$ cat config.mk
export PLATFORM = sky130hd
export DESIGN_NAME = mbus_word_tx
export DESIGN_NICKNAME = d
export VERILOG_FILES = /design/src/rtl/mbt_pkg.sv /design/src/rtl/mbt_bitclk.sv /design/src/rtl/mbt_ranks.sv /design/src/rtl/mbt_seq.sv /design/src/rtl/mbt_enc.sv /design/src/rtl/mbus_word_tx.sv
export SDC_FILE = /design/constraint.sdc
export NUM_CORES = 1
export LEC_CHECK = 0
export BUFFER_PORTS_ARGS = -buffer_cell sky130_fd_sc_hd__buf_4
export CORE_MARGIN = 2
export CORE_UTILIZATION = 30
export CTS_BUF_LIST = sky130_fd_sc_hd__clkbuf_8 sky130_fd_sc_hd__clkbuf_16
export DETAILED_ROUTE_END_ITERATION = 8
export GPL_ROUTABILITY_DRIVEN = 0
export PLACE_DENSITY = 0.49
export SLEW_MARGIN = 0
export SYNTH_ARGS = -nofsm -noshare
export SYNTH_HDL_FRONTEND = slang
export SYNTH_SLANG_ARGS = --single-unit
$ cat constraint.sdc
create_clock -name clk -period 4.68 [get_ports clk]
set_input_delay 0.234 -clock clk [delete_from_list [all_inputs] [get_ports clk]]
set_output_delay 0.234 -clock clk [all_outputs]
set_load 0.05 [all_outputs]
$ cat src/rtl/mbt_pkg.sv
package mbt_pkg;

   typedef enum logic [0:0] {
      SEQ_IDLE = 1'b0,
      SEQ_RUN  = 1'b1
   } seq_state_t;

   typedef enum logic [0:0] {
      SYNC_CMD  = 1'b0,
      SYNC_DATA = 1'b1
   } sync_kind_t;

   // half-bit slots taken by a sync (1.5 bit times each level)
   localparam int SYNC_HALVES = 6;
   localparam int LANE_W      = 8;

   // line level of a sync half slot: command sync starts high
   function automatic logic sync_level(input sync_kind_t kind, input int h);
      logic first_part;
      first_part = (h < SYNC_HALVES / 2);
      return (kind == SYNC_CMD) ? first_part : !first_part;
   endfunction

endpackage

$ cat src/rtl/mbt_bitclk.sv
module mbt_bitclk #(
   parameter int HALF_CLKS = 4
)(
   input  logic clk,
   input  logic rst_n,
   output logic bit_clk,
   output logic fall_next,
   output logic rise_next
);
   localparam int PW = $clog2(2 * HALF_CLKS);
   localparam logic [PW-1:0] PH_LAST = PW'(2 * HALF_CLKS - 1);
   localparam logic [PW-1:0] PH_MID  = PW'(HALF_CLKS - 1);
   localparam logic [PW-1:0] PH_HIGH = PW'(HALF_CLKS);

   logic [PW-1:0] phase;

   always_ff @(posedge clk or negedge rst_n) begin
      if (!rst_n)
         phase <= '0;
      else if (phase == PH_LAST)
         phase <= '0;
      else
         phase <= phase + 1'b1;
   end

   // low in the first half of the period, high in the second
   assign bit_clk   = (phase >= PH_HIGH);
   assign fall_next = (phase == PH_LAST);
   assign rise_next = (phase == PH_MID);

endmodule

$ cat src/rtl/mbt_ranks.sv
module mbt_ranks import mbt_pkg::*; #(
   parameter int DATA_W = 16,
   localparam int LANES = DATA_W / LANE_W
)(
   input  logic              clk,
   input  logic              rst_n,
   input  logic [DATA_W-1:0] par_in,
   input  logic              r1_open,
   input  logic [LANES-1:0]  load_n,
   output logic [DATA_W-1:0] r2_word
);
   logic [LANE_W-1:0] rank1 [LANES];
   logic [LANE_W-1:0] rank2 [LANES];

   for (genvar b = 0; b < LANES; b++) begin : g_lane
      always_ff @(posedge clk or negedge rst_n) begin
         if (!rst_n)
            rank1[b] <= '0;
         else if (r1_open)
            rank1[b] <= par_in[b*LANE_W +: LANE_W];
      end

      always_ff @(posedge clk or negedge rst_n) begin
         if (!rst_n)
            rank2[b] <= '0;
         else if (!load_n[b])
            rank2[b] <= rank1[b];
      end

      assign r2_word[b*LANE_W +: LANE_W] = rank2[b];

      assert_lane_lock_R10: assert property (@(posedge clk) disable iff (!rst_n)
         load_n[b] |=> $stable(rank2[b]));
   end

endmodule

$ cat src/rtl/mbt_seq.sv
module mbt_seq import mbt_pkg::*; #(
   parameter int DATA_W        = 16,
   parameter int FAILSAFE_BITS = 768
)(
   input  logic       clk,
   input  logic       rst_n,
   input  logic       fall_next,
   input  logic       rise_next,
   input  logic       en_n,
   input  logic       sync_sel,
   output logic       send_data,
   output logic       word_start,
   output sync_kind_t word_sync,
   output logic       load_shift,
   output logic       abort,
   output logic       timeout
);
   localparam int WORD_PER = DATA_W + 4;
   localparam int PCW      = $clog2(WORD_PER);
   localparam int FCW      = $clog2(FAILSAFE_BITS + 1);
   localparam logic [PCW-1:0] P_LAST   = PCW'(WORD_PER - 1);
   localparam logic [PCW-1:0] P_SD_ON  = PCW'(2);
   localparam logic [PCW-1:0] P_SD_OFF = PCW'(DATA_W + 2);
   localparam logic [FCW-1:0] F_LAST   = FCW'(FAILSAFE_BITS - 1);

   seq_state_t     state;
   logic [PCW-1:0] pcnt;
   logic [FCW-1:0] msg_cnt;
   logic           cont;
   logic           running;

   assign running    = (state == SEQ_RUN);
   assign abort      = fall_next && running && (msg_cnt == F_LAST);
   assign load_shift = fall_next && running && (pcnt == P_SD_ON) && !abort;
   assign word_start = rise_next && running && (pcnt == '0);
   assign word_sync  = sync_sel ? SYNC_DATA : SYNC_CMD;

   always_ff @(posedge clk or negedge rst_n) begin
      if (!rst_n) begin
         state     <= SEQ_IDLE;
         pcnt      <= '0;
         msg_cnt   <= '0;
         cont      <= 1'b0;
         send_data <= 1'b0;
         timeout   <= 1'b0;
      end else if (abort) begin
         state     <= SEQ_IDLE;
         pcnt      <= '0;
         msg_cnt   <= '0;
         send_data <= 1'b0;
         timeout   <= 1'b1;
      end else begin
         if (en_n)
            timeout <= 1'b0;
         if (rise_next && running && pcnt == P_LAST)
            cont <= !en_n;
         if (fall_next) begin
            if (!running) begin
               pcnt    <= '0;
               msg_cnt <= '0;
               if (!en_n && !timeout) begin
                  state <= SEQ_RUN;
                  cont  <= 1'b0;
               end
            end else begin
               msg_cnt <= msg_cnt + 1'b1;
               if (pcnt == P_SD_ON)
                  send_data <= 1'b1;
               if (pcnt == P_SD_OFF)
                  send_data <= 1'b0;
               if (pcnt == P_LAST) begin
                  pcnt <= '0;
                  if (!cont) begin
                     state   <= SEQ_IDLE;
                     msg_cnt <= '0;
                  end
               end else begin
                  pcnt <= pcnt + 1'b1;
               end
            end
         end
      end
   end

   assert_fs_bound_R11: assert property (@(posedge clk) disable iff (!rst_n)
      running |-> (msg_cnt <= F_LAST));

   assert_sd_in_run_R2: assert property (@(posedge clk) disable iff (!rst_n)
      send_data |-> running);

endmodule

$ cat src/rtl/mbt_enc.sv
module mbt_enc import mbt_pkg::*; #(
   parameter int DATA_W = 16
)(
   input  logic              clk,
   input  logic              rst_n,
   input  logic              half_next,
   input  logic              word_start,
   input  sync_kind_t        word_sync,
   input  logic              load_shift,
   input  logic [DATA_W-1:0] r2_word,
   input  logic              abort,
   output logic              tx_pos,
   output logic              tx_neg
);
   localparam int WORD_HALVES = SYNC_HALVES + 2 * DATA_W + 2;
   localparam int HW = $clog2(WORD_HALVES);
   localparam logic [HW-1:0] H_SYNC_END = HW'(SYNC_HALVES);
   localparam logic [HW-1:0] H_DATA_END = HW'(SYNC_HALVES + 2 * DATA_W);
   localparam logic [HW-1:0] H_LAST     = HW'(WORD_HALVES - 1);
   localparam logic [HW-1:0] H_SH_LO    = HW'(SYNC_HALVES + 1);
   localparam logic [HW-1:0] H_SH_HI    = HW'(SYNC_HALVES + 2 * DATA_W - 3);

   logic              busy;
   logic [HW-1:0]     hidx;
   sync_kind_t        kind;
   logic [DATA_W-1:0] shreg;
   logic              par_bit;
   logic              cell_val;
   logic              lvl;
   logic              do_shift;

   assign do_shift = half_next && busy && hidx[0] &&
                     (hidx >= H_SH_LO) && (hidx <= H_SH_HI);

   always_ff @(posedge clk or negedge rst_n) begin
      if (!rst_n) begin
         busy <= 1'b0;
         hidx <= '0;
         kind <= SYNC_CMD;
      end else if (abort) begin
         busy <= 1'b0;
         hidx <= '0;
      end else if (word_start) begin
         busy <= 1'b1;
         hidx <= '0;
         kind <= word_sync;
      end else if (half_next && busy) begin
         if (hidx == H_LAST) begin
            busy <= 1'b0;
            hidx <= '0;
         end else begin
            hidx <= hidx + 1'b1;
         end
      end
   end

   always_ff @(posedge clk or negedge rst_n) begin
      if (!rst_n) begin
         shreg   <= '0;
         par_bit <= 1'b0;
      end else if (load_shift) begin
         shreg   <= r2_word;
         par_bit <= ~^r2_word;
      end else if (do_shift) begin
         shreg   <= {shreg[DATA_W-2:0], 1'b0};
      end
   end

   always_comb begin
      cell_val = par_bit;
      if (hidx < H_DATA_END)
         cell_val = shreg[DATA_W-1];
      if (hidx < H_SYNC_END)
         lvl = sync_level(kind, int'(hidx));
      else
         lvl = hidx[0] ? !cell_val : cell_val;
   end

   assign tx_pos = busy && lvl;
   assign tx_neg = busy && !lvl;

endmodule

$ cat src/rtl/mbus_word_tx.sv
module mbus_word_tx import mbt_pkg::*; #(
   parameter int DATA_W        = 16,
   parameter int HALF_CLKS     = 4,
   parameter int FAILSAFE_BITS = 768,
   localparam int LANES        = DATA_W / LANE_W
)(
   input  logic              clk,
   input  logic              rst_n,
   input  logic              tx_en_n,
   input  logic              sync_sel,
   input  logic [DATA_W-1:0] par_in,
   input  logic              r1_open,
   input  logic [LANES-1:0]  load_n,
   output logic              tx_pos,
   output logic              tx_neg,
   output logic              send_data,
   output logic              bit_clk,
   output logic              fs_timeout
);
   if (DATA_W < LANE_W || (DATA_W % LANE_W) != 0) begin : g_bad_width
      $error("DATA_W must be a non-zero multiple of the lane width");
   end
   if (HALF_CLKS < 2) begin : g_bad_half
      $error("HALF_CLKS must be at least 2");
   end
   if (FAILSAFE_BITS <= DATA_W + 4) begin : g_bad_limit
      $error("FAILSAFE_BITS must exceed one word");
   end

   logic              fall_next;
   logic              rise_next;
   logic              word_start;
   sync_kind_t        word_sync;
   logic              load_shift;
   logic              abort;
   logic [DATA_W-1:0] r2_word;

   mbt_bitclk #(.HALF_CLKS(HALF_CLKS)) u_bitclk (
      .clk       (clk),
      .rst_n     (rst_n),
      .bit_clk   (bit_clk),
      .fall_next (fall_next),
      .rise_next (rise_next)
   );

   mbt_ranks #(.DATA_W(DATA_W)) u_ranks (
      .clk     (clk),
      .rst_n   (rst_n),
      .par_in  (par_in),
      .r1_open (r1_open),
      .load_n  (load_n),
      .r2_word (r2_word)
   );

   mbt_seq #(.DATA_W(DATA_W), .FAILSAFE_BITS(FAILSAFE_BITS)) u_seq (
      .clk        (clk),
      .rst_n      (rst_n),
      .fall_next  (fall_next),
      .rise_next  (rise_next),
      .en_n       (tx_en_n),
      .sync_sel   (sync_sel),
      .send_data  (send_data),
      .word_start (word_start),
      .word_sync  (word_sync),
      .load_shift (load_shift),
      .abort      (abort),
      .timeout    (fs_timeout)
   );

   mbt_enc #(.DATA_W(DATA_W)) u_enc (
      .clk        (clk),
      .rst_n      (rst_n),
      .half_next  (fall_next || rise_next),
      .word_start (word_start),
      .word_sync  (word_sync),
      .load_shift (load_shift),
      .r2_word    (r2_word),
      .abort      (abort),
      .tx_pos     (tx_pos),
      .tx_neg     (tx_neg)
   );

   assert_legs_excl_R6: assert property (@(posedge clk) disable iff (!rst_n)
      !(tx_pos && tx_neg));

   assert_null_on_fs_R11: assert property (@(posedge clk) disable iff (!rst_n)
      fs_timeout |-> (!tx_pos && !tx_neg && !send_data));

   assert_sd_on_fall_R2: assert property (@(posedge clk) disable iff (!rst_n)
      $rose(send_data) |-> (!bit_clk && $past(bit_clk)));

   assert_post_reset_R12: assert property (@(posedge clk) disable iff (!rst_n)
      $rose(rst_n) |-> (!tx_pos && !tx_neg && !send_data));

endmodule

==> results.md <==
* Die width at 115 um
* Setup Skew at 0.00447 ns
* Vias in the first global route at 2419
* Pins Over Slew Limit at 0
* Register area share after synthesis at 53.1%
* Post-synthesis area per instance at 10.6 um2
* Rows at 40
* RSZ-0062 raised after global routing: false
* Final nets at 402
* Cells after Synth at 350
* CTS buffer count at 9
* Worst Max-Slew Pin Slew at 1.04 ns
* CTS tree: built
* Crit Path Category: flop to flop
* ANT cells at 0
* R2R Setup Slk at 1.76 ns
* Cells along the critical path: ha_1, ha_1, buf_4, nand2_2, or4b_1, or3_1, nor2_1, a31oi_1
* Yosys reg bits at 79
* Share of cells above drive strength 1 at 20.6%
* Worst r2r path cells at 8
* First drt pass iteration count at 4
* Core footprint at 12100 um2
* Number of vias per cell at 4.58
* Input/output buffers at 27
* Critical R2R Capture: u_enc.shreg[14]
* Critical Path End Type: flop
* Final Cycle Share at 62.5%
* # IOs at 28
* Gates resized, CTS repair at 0
* Post-layout util at 36.0%
* Area grow syn2layout at 16.7%
* Largest net degree at the start of global routing at 80
* Iteration-0 DRC count of the detailed router at 142
* Overall Power at 1.66 mW
* DRC at 0
* P per Cell Area at 381 nW/um2
* Reg-to-reg startpoint: u_bitclk.phase[0]
* Worst path most repeated cell: ha_1
* Wirelength per Cell at 12.3 um
* Leak Pwr at 1.90 nW
* Critical Path RT at 4.85 ns
* Total routing usage reported by global routing at 10.9%
* Post-route setup TNS at 0 ns
* H-Tree Depth at 3
* Synth warn at 0
* CTS root buf: clkbuf_16
* Antenna-violating nets left at 0
* Antenna violations before repair at 0
* Max cap viols at 0
* Hpwl dp at 4530 um
* Die height at 115 um
* Starting Density at 30.9%
* Netlist Area Pre-Place at 3720 um2
* CP peak stage delay at 0.79 ns
* Final setup fails at 0
* Clk_lat worst skew at 0.33 ns
* Synth cell types at 44
* Worst vdd ir at 0.187 mV
* Area of the die at 13300 um2
* Post-Syn Nets at 382
* Clk slew on worst S/H paths at 0.06 ns
* Clock tree buffer depth at 2
* First-pass GRT wire length at 11400 um
* Max Clk Rate at 342 MHz
* CP Launch Type: flop
* Post-Route WL at 6690 um
* Tmin final at 2.92 ns
* Worst rel slew slack at 30.6%
* Setup Fix Bufs, Post-CTS at 0
* Outcome: completed
* Num Clock Sinks at 79
* Hold Crit Class: input pin to async pin
* CP Max Fanout at 35
* Slowest cell on the critical path: or3_1
* Total grt overflow at 0
* Post-CTS Hold Fix Bufs at 0
* WP data arrival at 3.09 ns
* Via count at 2481
* Final hold vios at 0
==> kinds of logic after synthesis <==
family,share of synthesized area [%]
compound gates,8.53
xor+xnor,6.11
fa+ha+maj,3.02
buf+inv,3.36
flops,53.1
mux,10.5
simple gates,15.4
==> through the flow <==
step | cell area [um2] | std cells | setup WS, ns | hold WS [ns]
after floorplan | 3720 | 350 | 2.43 | -0.0616
after global placement | 4060 | 527 | 1.88 | 0.431
after detailed placement | 4060 | 527 | 1.77 | 0.433
after CTS | 4350 | 542 | 1.73 | 0.0766
after global routing | 4350 | 542 | 1.51 | 0.0863
final | 4350 | 542 | 1.76 | 0.0653
==> worst max-delay path: cells and delay by family (launching register included) <==
kind	cells	cell delay, ns
compound gates	1	0.06
simple gates	4	1.72
flops	1	0.37
buf+inv	1	0.25
fa+ha+maj	2	0.35
==> cell type report <==
class | instances | area (um2)
clock inverters | 6 | 62.6
repair buffers | 28 | 210
clock buffers | 9 | 225
multi-input cells | 242 | 1620
inverters | 10 | 37.5
fillers | 1219 | 7720
well taps | 168 | 210
flip-flops and latches | 79 | 1980
==> state kept, by name (all words and copies together), names as in the netlist <==
signal / cells
u_seq.running: 1
u_enc.hidx: 6
u_seq.msg_cnt: 10
u_seq.send_data: 1
u_seq.timeout: 1
u_ranks.rank1: 16
u_ranks.r2_word: 16
u_enc.par_bit: 1
u_enc.kind: 1
u_seq.cont: 1
u_enc.busy: 1
u_bitclk.phase: 3
u_seq.pcnt: 5
u_enc.shreg: 16
==> where the power goes <==
part	switching, mW	leakage (nW)	internal, mW
Clock	0.263	0.145	0.408
Combinational	0.0885	0.821	0.111
Sequential	0.0418	0.937	0.742
Total	0.394	1.90	1.26
==> worst max path at each step <==
stage	startpoint	to	slack (ns)	cells after the start
after global routing	u_bitclk.phase[0]	u_enc.shreg[14]	1.51	8
after CTS	u_bitclk.phase[0]	u_enc.shreg[14]	1.73	8
after global placement	u_bitclk.phase[0]	u_enc.shreg[15]	1.88	8
after detailed placement	u_bitclk.phase[0]	u_enc.shreg[5]	1.77	8
final	u_bitclk.phase[0]	u_enc.shreg[14]	1.76	8
after floorplan	u_bitclk.phase[0]	u_enc.shreg[10]	2.43	9
==> synth_stat cells, drive strengths merged <==
library cell / n / area [um2]
o22a: 1 / 8.76
a211o: 1 / 8.76
nand2b: 2 / 12.5
nor3: 4 / 20.0
mux2i: 2 / 20.0
o21ai: 9 / 45.0
and4: 1 / 8.76
o21a: 2 / 15.0
or3b: 1 / 8.76
o31ai: 1 / 7.51
nand4b: 1 / 8.76
nor4: 1 / 6.26
a211oi: 2 / 15.0
and3: 7 / 43.8
nor2b: 5 / 31.3
clkbuf: 13 / 48.8
xnor2: 17 / 149
nor3b: 2 / 15.0
a41oi: 1 / 8.76
a311oi: 1 / 8.76
nor4bb: 1 / 10.0
o22ai: 1 / 6.26
nand2: 48 / 183
a21o: 3 / 22.5
or3: 5 / 31.3
o2bb2ai: 1 / 8.76
nand4: 3 / 18.8
a21oi: 7 / 35.0
and2: 1 / 6.26
a31oi: 19 / 119
xor2: 9 / 78.8
mux2: 33 / 372
inv: 10 / 37.5
buf: 6 / 38.8
ha: 9 / 113
nor2: 29 / 109
dfrtp: 79 / 1980
nand3: 10 / 50.1
or4b: 1 / 10.0
a22o: 1 / 8.76
==> layout by cell type, fill, tap and decap left out, types with 2 or more instances in the layout <==
cell type / n
nor3b_1: 2
nor2b_1: 5
nand2b_1: 2
nor2_1: 29
nor3_1: 4
xnor2_1: 17
inv_1: 10
dfrtp_1: 79
clkinv_2: 3
o21ai_0: 7
xor2_1: 9
a31oi_1: 19
clkinv_4: 2
clkbuf_16: 9
nand4_1: 3
ha_1: 9
nand3_1: 10
and3_1: 7
or3_1: 5
mux2i_1: 2
mux2_2: 33
a21o_1: 3
a21oi_1: 7
buf_4: 28
o21a_1: 2
o21ai_1: 2
a211oi_1: 2
nand2_1: 47
==> routing by layer <==
metal	vias to the layer above	global-route usage, %	routed length (um)	part of all wire, %
li1	1246	-	-	-
met1	1182	14.5	3310	49
met2	43	16.6	2990	45
met3	10	3.19	236	3.5
met4	0	4.82	150	2.2
met5	-	0	0	0
(Power assumes the default switching activity.)
